[config.mk]
export PLATFORM = sky130hd
export DESIGN_NAME = seek_port_adapter
export DESIGN_NICKNAME = d
export VERILOG_FILES = /design/src/rtl/seek_port_pkg.sv /design/src/rtl/seek_port_ctrl.sv /design/src/rtl/seek_port_datapath.sv /design/src/rtl/seek_port_adapter.sv
export SDC_FILE = /design/constraint.sdc
export NUM_CORES = 1
export LEC_CHECK = 0
export CAP_MARGIN = 40
export CORE_UTILIZATION = 46
export DETAILED_ROUTE_END_ITERATION = 16
export PLACE_DENSITY_LB_ADDON = 0.08
export SLEW_MARGIN = 20
export SYNTH_ARGS = -nofsm -noshare
export SYNTH_HDL_FRONTEND = slang
export SYNTH_SLANG_ARGS = --single-unit
[constraint.sdc]
create_clock -name clk -period 1.6 [get_ports clk]
set_clock_uncertainty 0.15 [all_clocks]
set_input_delay 0.4 -clock clk [delete_from_list [all_inputs] [get_ports clk]]
set_output_delay 0.4 -clock clk [all_outputs]
set_load 0.005 [all_outputs]
[src/rtl/seek_port_pkg.sv]
package seek_port_pkg;
  // Strobes from the control unit to the datapath, one cycle each.
  typedef struct packed {
    logic latchAddr;   // take the seek address
    logic captureWr;   // take write data and its address
    logic issue;       // load the target request registers
    logic issueWrite;  // the issued access is a write
    logic captureRd;   // take the target read data
  } ctlStrobes_t;
endpackage

[src/rtl/seek_port_ctrl.sv]
module seek_port_ctrl
  import seek_port_pkg::*;
(
  input  logic        clk,
  input  logic        rstN,
  input  logic        hostAddrUpd,
  input  logic        hostWrEn,
  input  logic        hostRdEn,
  input  logic        tgtAck,
  output logic        hostEmpty,
  output logic        hostFull,
  output logic        tgtReq,
  output logic        tgtWrite,
  output ctlStrobes_t strobes
);
  logic pendRd;
  logic pendWr;
  logic ackNow;
  logic idle;
  logic issueWr;
  logic issueRd;

  assign ackNow  = tgtReq & tgtAck;
  assign idle    = ~tgtReq;
  // A waiting write wins over a waiting read.
  assign issueWr = idle & pendWr;
  assign issueRd = idle & ~pendWr & pendRd;

  always_comb begin
    strobes.latchAddr  = hostAddrUpd;
    strobes.captureWr  = hostWrEn;
    strobes.issue      = issueWr | issueRd;
    strobes.issueWrite = issueWr;
    strobes.captureRd  = ackNow & ~tgtWrite;
  end

  always_ff @(posedge clk) begin
    if (!rstN) begin
      tgtReq   <= 1'b0;
      tgtWrite <= 1'b0;
    end else if (issueWr | issueRd) begin
      tgtReq   <= 1'b1;
      tgtWrite <= issueWr;
    end else if (ackNow) begin
      tgtReq   <= 1'b0;
    end
  end

  always_ff @(posedge clk) begin
    if (!rstN) begin
      pendRd <= 1'b0;
      pendWr <= 1'b0;
    end else begin
      if (hostAddrUpd)  pendRd <= 1'b1;
      else if (issueRd) pendRd <= 1'b0;
      if (hostWrEn)     pendWr <= 1'b1;
      else if (issueWr) pendWr <= 1'b0;
    end
  end

  always_ff @(posedge clk) begin
    if (!rstN) begin
      hostFull <= 1'b0;
    end else if (hostWrEn) begin
      hostFull <= 1'b1;
    end else if (ackNow && tgtWrite) begin
      hostFull <= 1'b0;
    end
  end

  // Empty drops only for data that answers the newest seek, and rises only
  // after the host has consumed that data.
  always_ff @(posedge clk) begin
    if (!rstN) begin
      hostEmpty <= 1'b1;
    end else if (ackNow && !tgtWrite && !pendRd && !hostAddrUpd) begin
      hostEmpty <= 1'b0;
    end else if (hostRdEn && !hostEmpty) begin
      hostEmpty <= 1'b1;
    end
  end
endmodule

[src/rtl/seek_port_datapath.sv]
module seek_port_datapath
  import seek_port_pkg::*;
#(
  parameter int AW = 6,
  parameter int DW = 8
) (
  input  logic          clk,
  input  logic          rstN,
  input  ctlStrobes_t   strobes,
  input  logic [AW-1:0] hostAddr,
  input  logic [DW-1:0] hostWrData,
  input  logic [DW-1:0] tgtRdData,
  output logic [DW-1:0] hostRdData,
  output logic [AW-1:0] tgtAddr,
  output logic [DW-1:0] tgtWrData
);
  logic [AW-1:0] curAddr;
  logic [AW-1:0] wrAddr;
  logic [DW-1:0] wrData;
  logic [AW-1:0] wrAddrNext;

  // A write uses a seek address that arrives in the same cycle.
  assign wrAddrNext = strobes.latchAddr ? hostAddr : curAddr;

  always_ff @(posedge clk) begin
    if (!rstN) begin
      curAddr    <= '0;
      wrAddr     <= '0;
      wrData     <= '0;
      tgtAddr    <= '0;
      tgtWrData  <= '0;
      hostRdData <= '0;
    end else begin
      if (strobes.latchAddr) curAddr <= hostAddr;
      if (strobes.captureWr) begin
        wrAddr <= wrAddrNext;
        wrData <= hostWrData;
      end
      if (strobes.issue) begin
        tgtAddr <= strobes.issueWrite ? wrAddr : curAddr;
        if (strobes.issueWrite) tgtWrData <= wrData;
      end
      if (strobes.captureRd) hostRdData <= tgtRdData;
    end
  end
endmodule

[src/rtl/seek_port_adapter.sv]
module seek_port_adapter
  import seek_port_pkg::*;
#(
  parameter int AW = 6,
  parameter int DW = 8
) (
  input  logic          clk,
  input  logic          rstN,
  input  logic [AW-1:0] hostAddr,
  input  logic          hostAddrUpd,
  input  logic [DW-1:0] hostWrData,
  input  logic          hostWrEn,
  output logic          hostFull,
  output logic [DW-1:0] hostRdData,
  input  logic          hostRdEn,
  output logic          hostEmpty,
  output logic          tgtReq,
  output logic          tgtWrite,
  output logic [AW-1:0] tgtAddr,
  output logic [DW-1:0] tgtWrData,
  input  logic          tgtAck,
  input  logic [DW-1:0] tgtRdData
);
  ctlStrobes_t strobes;

  seek_port_ctrl u_ctrl (
    .clk        (clk),
    .rstN       (rstN),
    .hostAddrUpd(hostAddrUpd),
    .hostWrEn   (hostWrEn),
    .hostRdEn   (hostRdEn),
    .tgtAck     (tgtAck),
    .hostEmpty  (hostEmpty),
    .hostFull   (hostFull),
    .tgtReq     (tgtReq),
    .tgtWrite   (tgtWrite),
    .strobes    (strobes)
  );

  seek_port_datapath #(.AW(AW), .DW(DW)) u_dp (
    .clk       (clk),
    .rstN      (rstN),
    .strobes   (strobes),
    .hostAddr  (hostAddr),
    .hostWrData(hostWrData),
    .tgtRdData (tgtRdData),
    .hostRdData(hostRdData),
    .tgtAddr   (tgtAddr),
    .tgtWrData (tgtWrData)
  );
endmodule

### Word-level counts from Yosys, hierarchy flattened

Index checks and enable logic that the tools add are counted.

| cells by class | value |
|---|---|
| reductions and logical operators | 15 |
| bitwise gates (word level) | 9 |
| multiplexer cells | 12 |

Operators with widths:

| cell | count |
|---|---|
| two-way mux 6 bit | 2 |
| two-way mux 1 bit | 10 |
| nonzero test 2 bit | 5 |
| bitwise AND 1 bit | 5 |
| logical AND 1 bit | 5 |
| zero test 1 bit | 4 |
| inverter 1 bit | 3 |
| AND reduction 2 bit | 1 |
| OR 1 bit | 1 |

| word-level totals | value |
|---|---|
| register bits after elaboration | 48 |
| word-level logic and storage cells | 48 |
| output and inout bits | 26 |
| input port bits | 28 |

### Longest topological paths before layout

| depth | value |
|---|---|
| word-level depth | 5 |
| depth in mapped cells | 5 |
| mapped depth without buffers | 3 |

### By module

Synthesis repeated with hierarchy kept, for this count alone.

| unflattened totals | value |
|---|---|
| cells, all modules | 183 |
| area total of the unflattened synthesis | 1840.5 µm² |

Modules (own cells, without submodules):

| module | cells an instance | instances | area an instance (µm²) |
|---|---|---|---|
| seek_port_datapath | 154 | 1 | 1581.5 |
| seek_port_ctrl | 29 | 1 | 259.0 |

### Least setup slack after synthesis

OpenSTA, ideal clock, no wires.

| path | value |
|---|---|
| kind | reg2reg |
| start | register u_ctrl.tgtReq |
| end | register u_ctrl.tgtReq |
| path buffers | 2 |
| clock period less this slack | 1.217 ns |
| library setup time | 0.122 ns |
| stages on the path, launching flop included | 4 |
| data arrival time | 0.945 ns |
| slack | 0.383 ns |
| cell sequence | dfxtp_1 -> buf_4 -> buf_2 -> o311a_1 |

| on the way | value |
|---|---|
| longest elaborated chain between the ends | 5 |
| elaborated cells on any way between the ends | 8 |
| those cells by class | 1 x mux; 6 x bitwise; 1 x reduce/logical |

Ends and longest elaborated chain:

| item | line | RTL |
|---|---|---|
| from (decl) | seek_port_ctrl.sv:12 | `output logic tgtReq,` |
| from (signal assigned) | seek_port_ctrl.sv:39 | `tgtReq <= 1'b0;` |
| from (signal assigned) | seek_port_ctrl.sv:42 | `tgtReq <= 1'b1;` |
| from (signal assigned) | seek_port_ctrl.sv:45 | `tgtReq <= 1'b0;` |
| inverter 1 bit | seek_port_ctrl.sv:24 | `assign idle = ~tgtReq;` |
| bitwise AND 1 bit (2 in series) | seek_port_ctrl.sv:27 | `assign issueRd = idle & ~pendWr & pendRd;` |
| OR 1 bit | seek_port_ctrl.sv:41 | `end else if (issueWr \| issueRd) begin` |
| two-way mux 1 bit / nonzero test 2 bit (equally long branches) | - |  |

Several ways; a longest one is shown, not always the timed one.
A chain may end at the register's enable or synchronous reset.

### Worst setup path in the final report

| path | value |
|---|---|
| start | register u_ctrl.tgtWrite |
| end | output port tgtWrite |

RTL lines:

| item | line | RTL |
|---|---|---|
| from (decl) | seek_port_ctrl.sv:13 | `output logic tgtWrite,` |
| from (signal assigned) | seek_port_ctrl.sv:43 | `tgtWrite <= issueWr;` |
| to (decl) | seek_port_adapter.sv:18 | `output logic tgtWrite,` |

No word-level cell between the ends.

==> summary.md <==
| Metric | Value |
|---|---|
| Synth Flop Type | `dfxtp_1` |
| Fmax achieved | `about 0.69 GHz` |
| Slew HR | `approximately three quarters` |
| Slowest CP cell | `dfxtp_2` |
| Combinational power share | `14.5%` |
| Biggest area consumer among synthesized cells | `dfxtp_1` |
| Power density over the cells | `923 mW/mm2` |
| Share of cells above drive strength 1 | `around an eighth` |
| Storage cell area | `slightly below 0.001 mm2` |
| Synth Register Bits | `48` |
| Num CTS Buffers | `5` |
| R2r worst-path depth | `4` |
| Initial antenna violation count | `0` |
| Post-route insts no fill | `297` |
| Fin crit period | `~1400 ps` |
| R2R setup slack | `~170 ps` |
| Full die area | `between 0.004 and 0.005 mm2` |
| Post-Syn Nets | `roughly 220` |
| RSZ-0062 raised after global routing | `no` |
| Crit path largest cell delay | `340 ps` |
| Top delay family on crit path | `flip-flops` |
| Routed wire length | `roughly 4.0 mm` |
| Port Buf Inserts | `53` |
| Synth top area share | `52.5%` |
| Routed Antenna Nets | `0` |
| First-pass GRT wire length | `between 6 and 7 mm` |
| Clock Power Share | `between 20% and 30%` |
| Critical path class | `flip-flop to output pin` |
| Top-level port count | `54` |
| Critical path startpoint category | `flip-flop` |
| Vias in the first global route | `1,449` |
| Final hold slack | `314 ps` |
| Filler instances | `about 320` |
| Total internal power | `approximately 1.7 mW` |
| Sw Ratio | `a little under a quarter` |
| Synthesized area | `about 0.0018 mm2` |
| Part of the power in registers | `roughly 57%` |
| Vias/cell | `~5.2` |
| Mapped Cells | `slightly below 200` |
| Placer Congestion | `~0.76` |
| Die Ht | `65.1 um` |
| Hold WC Path Type | `flip-flop to flip-flop` |
| Worst IR drop on VDD | `between 600 and 700 uV` |
| Antenna cell count | `0` |
| Worst path cell trace | `dlygate4sd2_1` |
| DP Cell Count | `just under 300` |
| Period Utilization, post-route | `between 90 and 100%` |
| Clk_lat worst skew | `~290 ps` |
| Initial Util | `around half` |
| Synth area leaders | `dfxtp_1, mux2i_1, nor2b_1` |
| CTS max path bufs | `2` |
| All-Layer GR Usage | `about a fifth` |
| Largest net degree at the start of global routing | `33` |
| Setup violators final | `0` |
| CTS tree | `built` |
| Ys Warns | `0` |
| Fin util | `between 60 and 70%` |
| Overall power | `around 2.3 mW` |
| Avg Inst Size Synth | `between 9 and 10 um2` |
| Library cells used by synthesis | `27` |
| Worst Setup Slack, final | `roughly 150 ps` |
| # rows | `22` |
| Clock tree sinks | `between 40 and 50` |
| Setup tns final | `0 ps` |
| Core ar. | `about 0.0037 mm2` |
| Root Buffer Master | `clkbuf_8` |
| Post-Place Cell Area | `about 0.0024 mm2` |
| Initial detailed-routing violation count | `57` |
| Sequential area share after synthesis | `a little over half` |
| Arrival @ worst endpoint | `roughly 900 ps` |
| Run status | `completed` |
| Most common cell in the netlist | `dfxtp_1` |
| Levels on crit path | `1` |
| CP Data Required Time | `~1100 ps` |
| Net switching power figure | `roughly 0.55 mW` |
| Final Max Slew Viols | `0` |
| Static leakage | `roughly 1.1 nW` |
| CP max FO | `4` |
| Setup crit end kind | `output pin` |
| Buffer and inverter count on the worst path | `1` |
| Asr flop ratio synth | `0%` |
| Per-cell routed wire length | `around 13 um` |
| EDFF count, synth | `0` |
| Remaining DRCs | `0` |
| DP Wirelength | `roughly 2.8 mm` |
| CTS clock-pin slew for the worst setup and hold paths | `80 ps` |
| Die width | `65.1 um` |
| Measured slew at the worst slew-check pin | `about 360 ps` |
| Synth top cells by count | `dfxtp_1, nand2_1, o21ai_0` |
| First-pass detailed-route iteration total | `4` |
| Hold path cells | `2` |
| Synthesis-to-layout area growth | `36.0%` |
| Final hold vios | `0` |
| Multi-input gate area | `782 um2` |
| Worst slack at placement | `-142 ps` |
| Max_cap viols | `0` |
| Nets | `277` |
| Grt ovf | `0` |
| Vias post-DR | `roughly 1,500` |
| # H-tree levels | `2` |
| Final instance area | `0.00249 mm2` |
==> routing by layer <==
| layer | vias up | track usage (%) | routed length [um] |
|---|---|---|---|
| met2 | 47 | 35.2 | 1900 |
| met4 | 0 | 6.79 | 47 |
| met5 | - | 0 | 0 |
| met1 | 720 | 23.3 | 1830 |
| met3 | 6 | 5.46 | 219 |
| li1 | 773 | - | - |
==> worst min-delay path: cells and delay by family (launching register included) <==
family / cells / cell delay [ps]
AND/OR/NAND/NOR: 1 / 50
AO/OA/AOI/OAI: 1 / 60
flip-flops: 1 / 320
==> layout by cell type (no fill, tap or decap), types with 5 or more instances in the layout <==
master / instances
nand3_1: 9
nand2_1: 26
clkbuf_8: 5
a21oi_1: 8
mux2i_1: 16
dfxtp_2: 16
nor2b_1: 17
o21ai_0: 19
a21boi_0: 7
dlygate4sd2_1: 26
dfxtp_1: 32
clkdlybuf4s50_1: 27
buf_4: 9
==> what timing repair did <==
item,CTS,global route
endpoints found under the setup margin,26,0
hold buffers,0,0
gates resized for setup,42,0
buffers inserted,1,0
==> flip-flops by register name, summed over array words and instances (netlist names) <==
signal / flops
u_dp.hostRdData: 8
u_dp.tgtWrData: 8
u_dp.wrData: 8
u_dp.curAddr: 6
u_dp.tgtAddr: 6
u_dp.wrAddr: 6
u_ctrl.hostEmpty: 1
u_ctrl.hostFull: 1
u_ctrl.pendRd: 1
u_ctrl.pendWr: 1
u_ctrl.tgtReq: 1
u_ctrl.tgtWrite: 1
==> power groups by stage <==
stage,Sequential [mW],Combinational (mW),Clock [mW]
global placement,1.33,0.340,0
detailed placement,1.33,0.352,0
floorplan,1.32,0.173,0
CTS,1.31,0.334,0.672
global route,1.31,0.366,0.722
finish,1.31,0.332,0.660
==> worst paths after layout <==
path | startpoint | endpoint
worst min-delay path | u_dp.wrData[0] | u_dp.tgtWrData[0]
worst min register to register | u_dp.wrData[0] | u_dp.tgtWrData[0]
worst max-delay path | u_ctrl.tgtWrite | tgtWrite
worst max register to register | u_ctrl.tgtReq | u_dp.tgtWrData[7]
==> area by class of cell <==
type	count	share of cell area, %
inverters	1	0.151
clock buffers	6	2.91
flip-flops and latches	48	39.4
clock inverters	1	0.201
multi-input cells	130	31.4
repair buffers	63	23.5
well taps	48	2.41
==> kinds of logic after synthesis <==
kind of cell	Yosys count	share of synthesized area [%]
compound gates	44	14.4
buf+inv	17	4.78
flops	48	52.5
mux	16	8.75
simple gates	70	19.5
No activity file was read; power rests on OpenSTA's default activity.
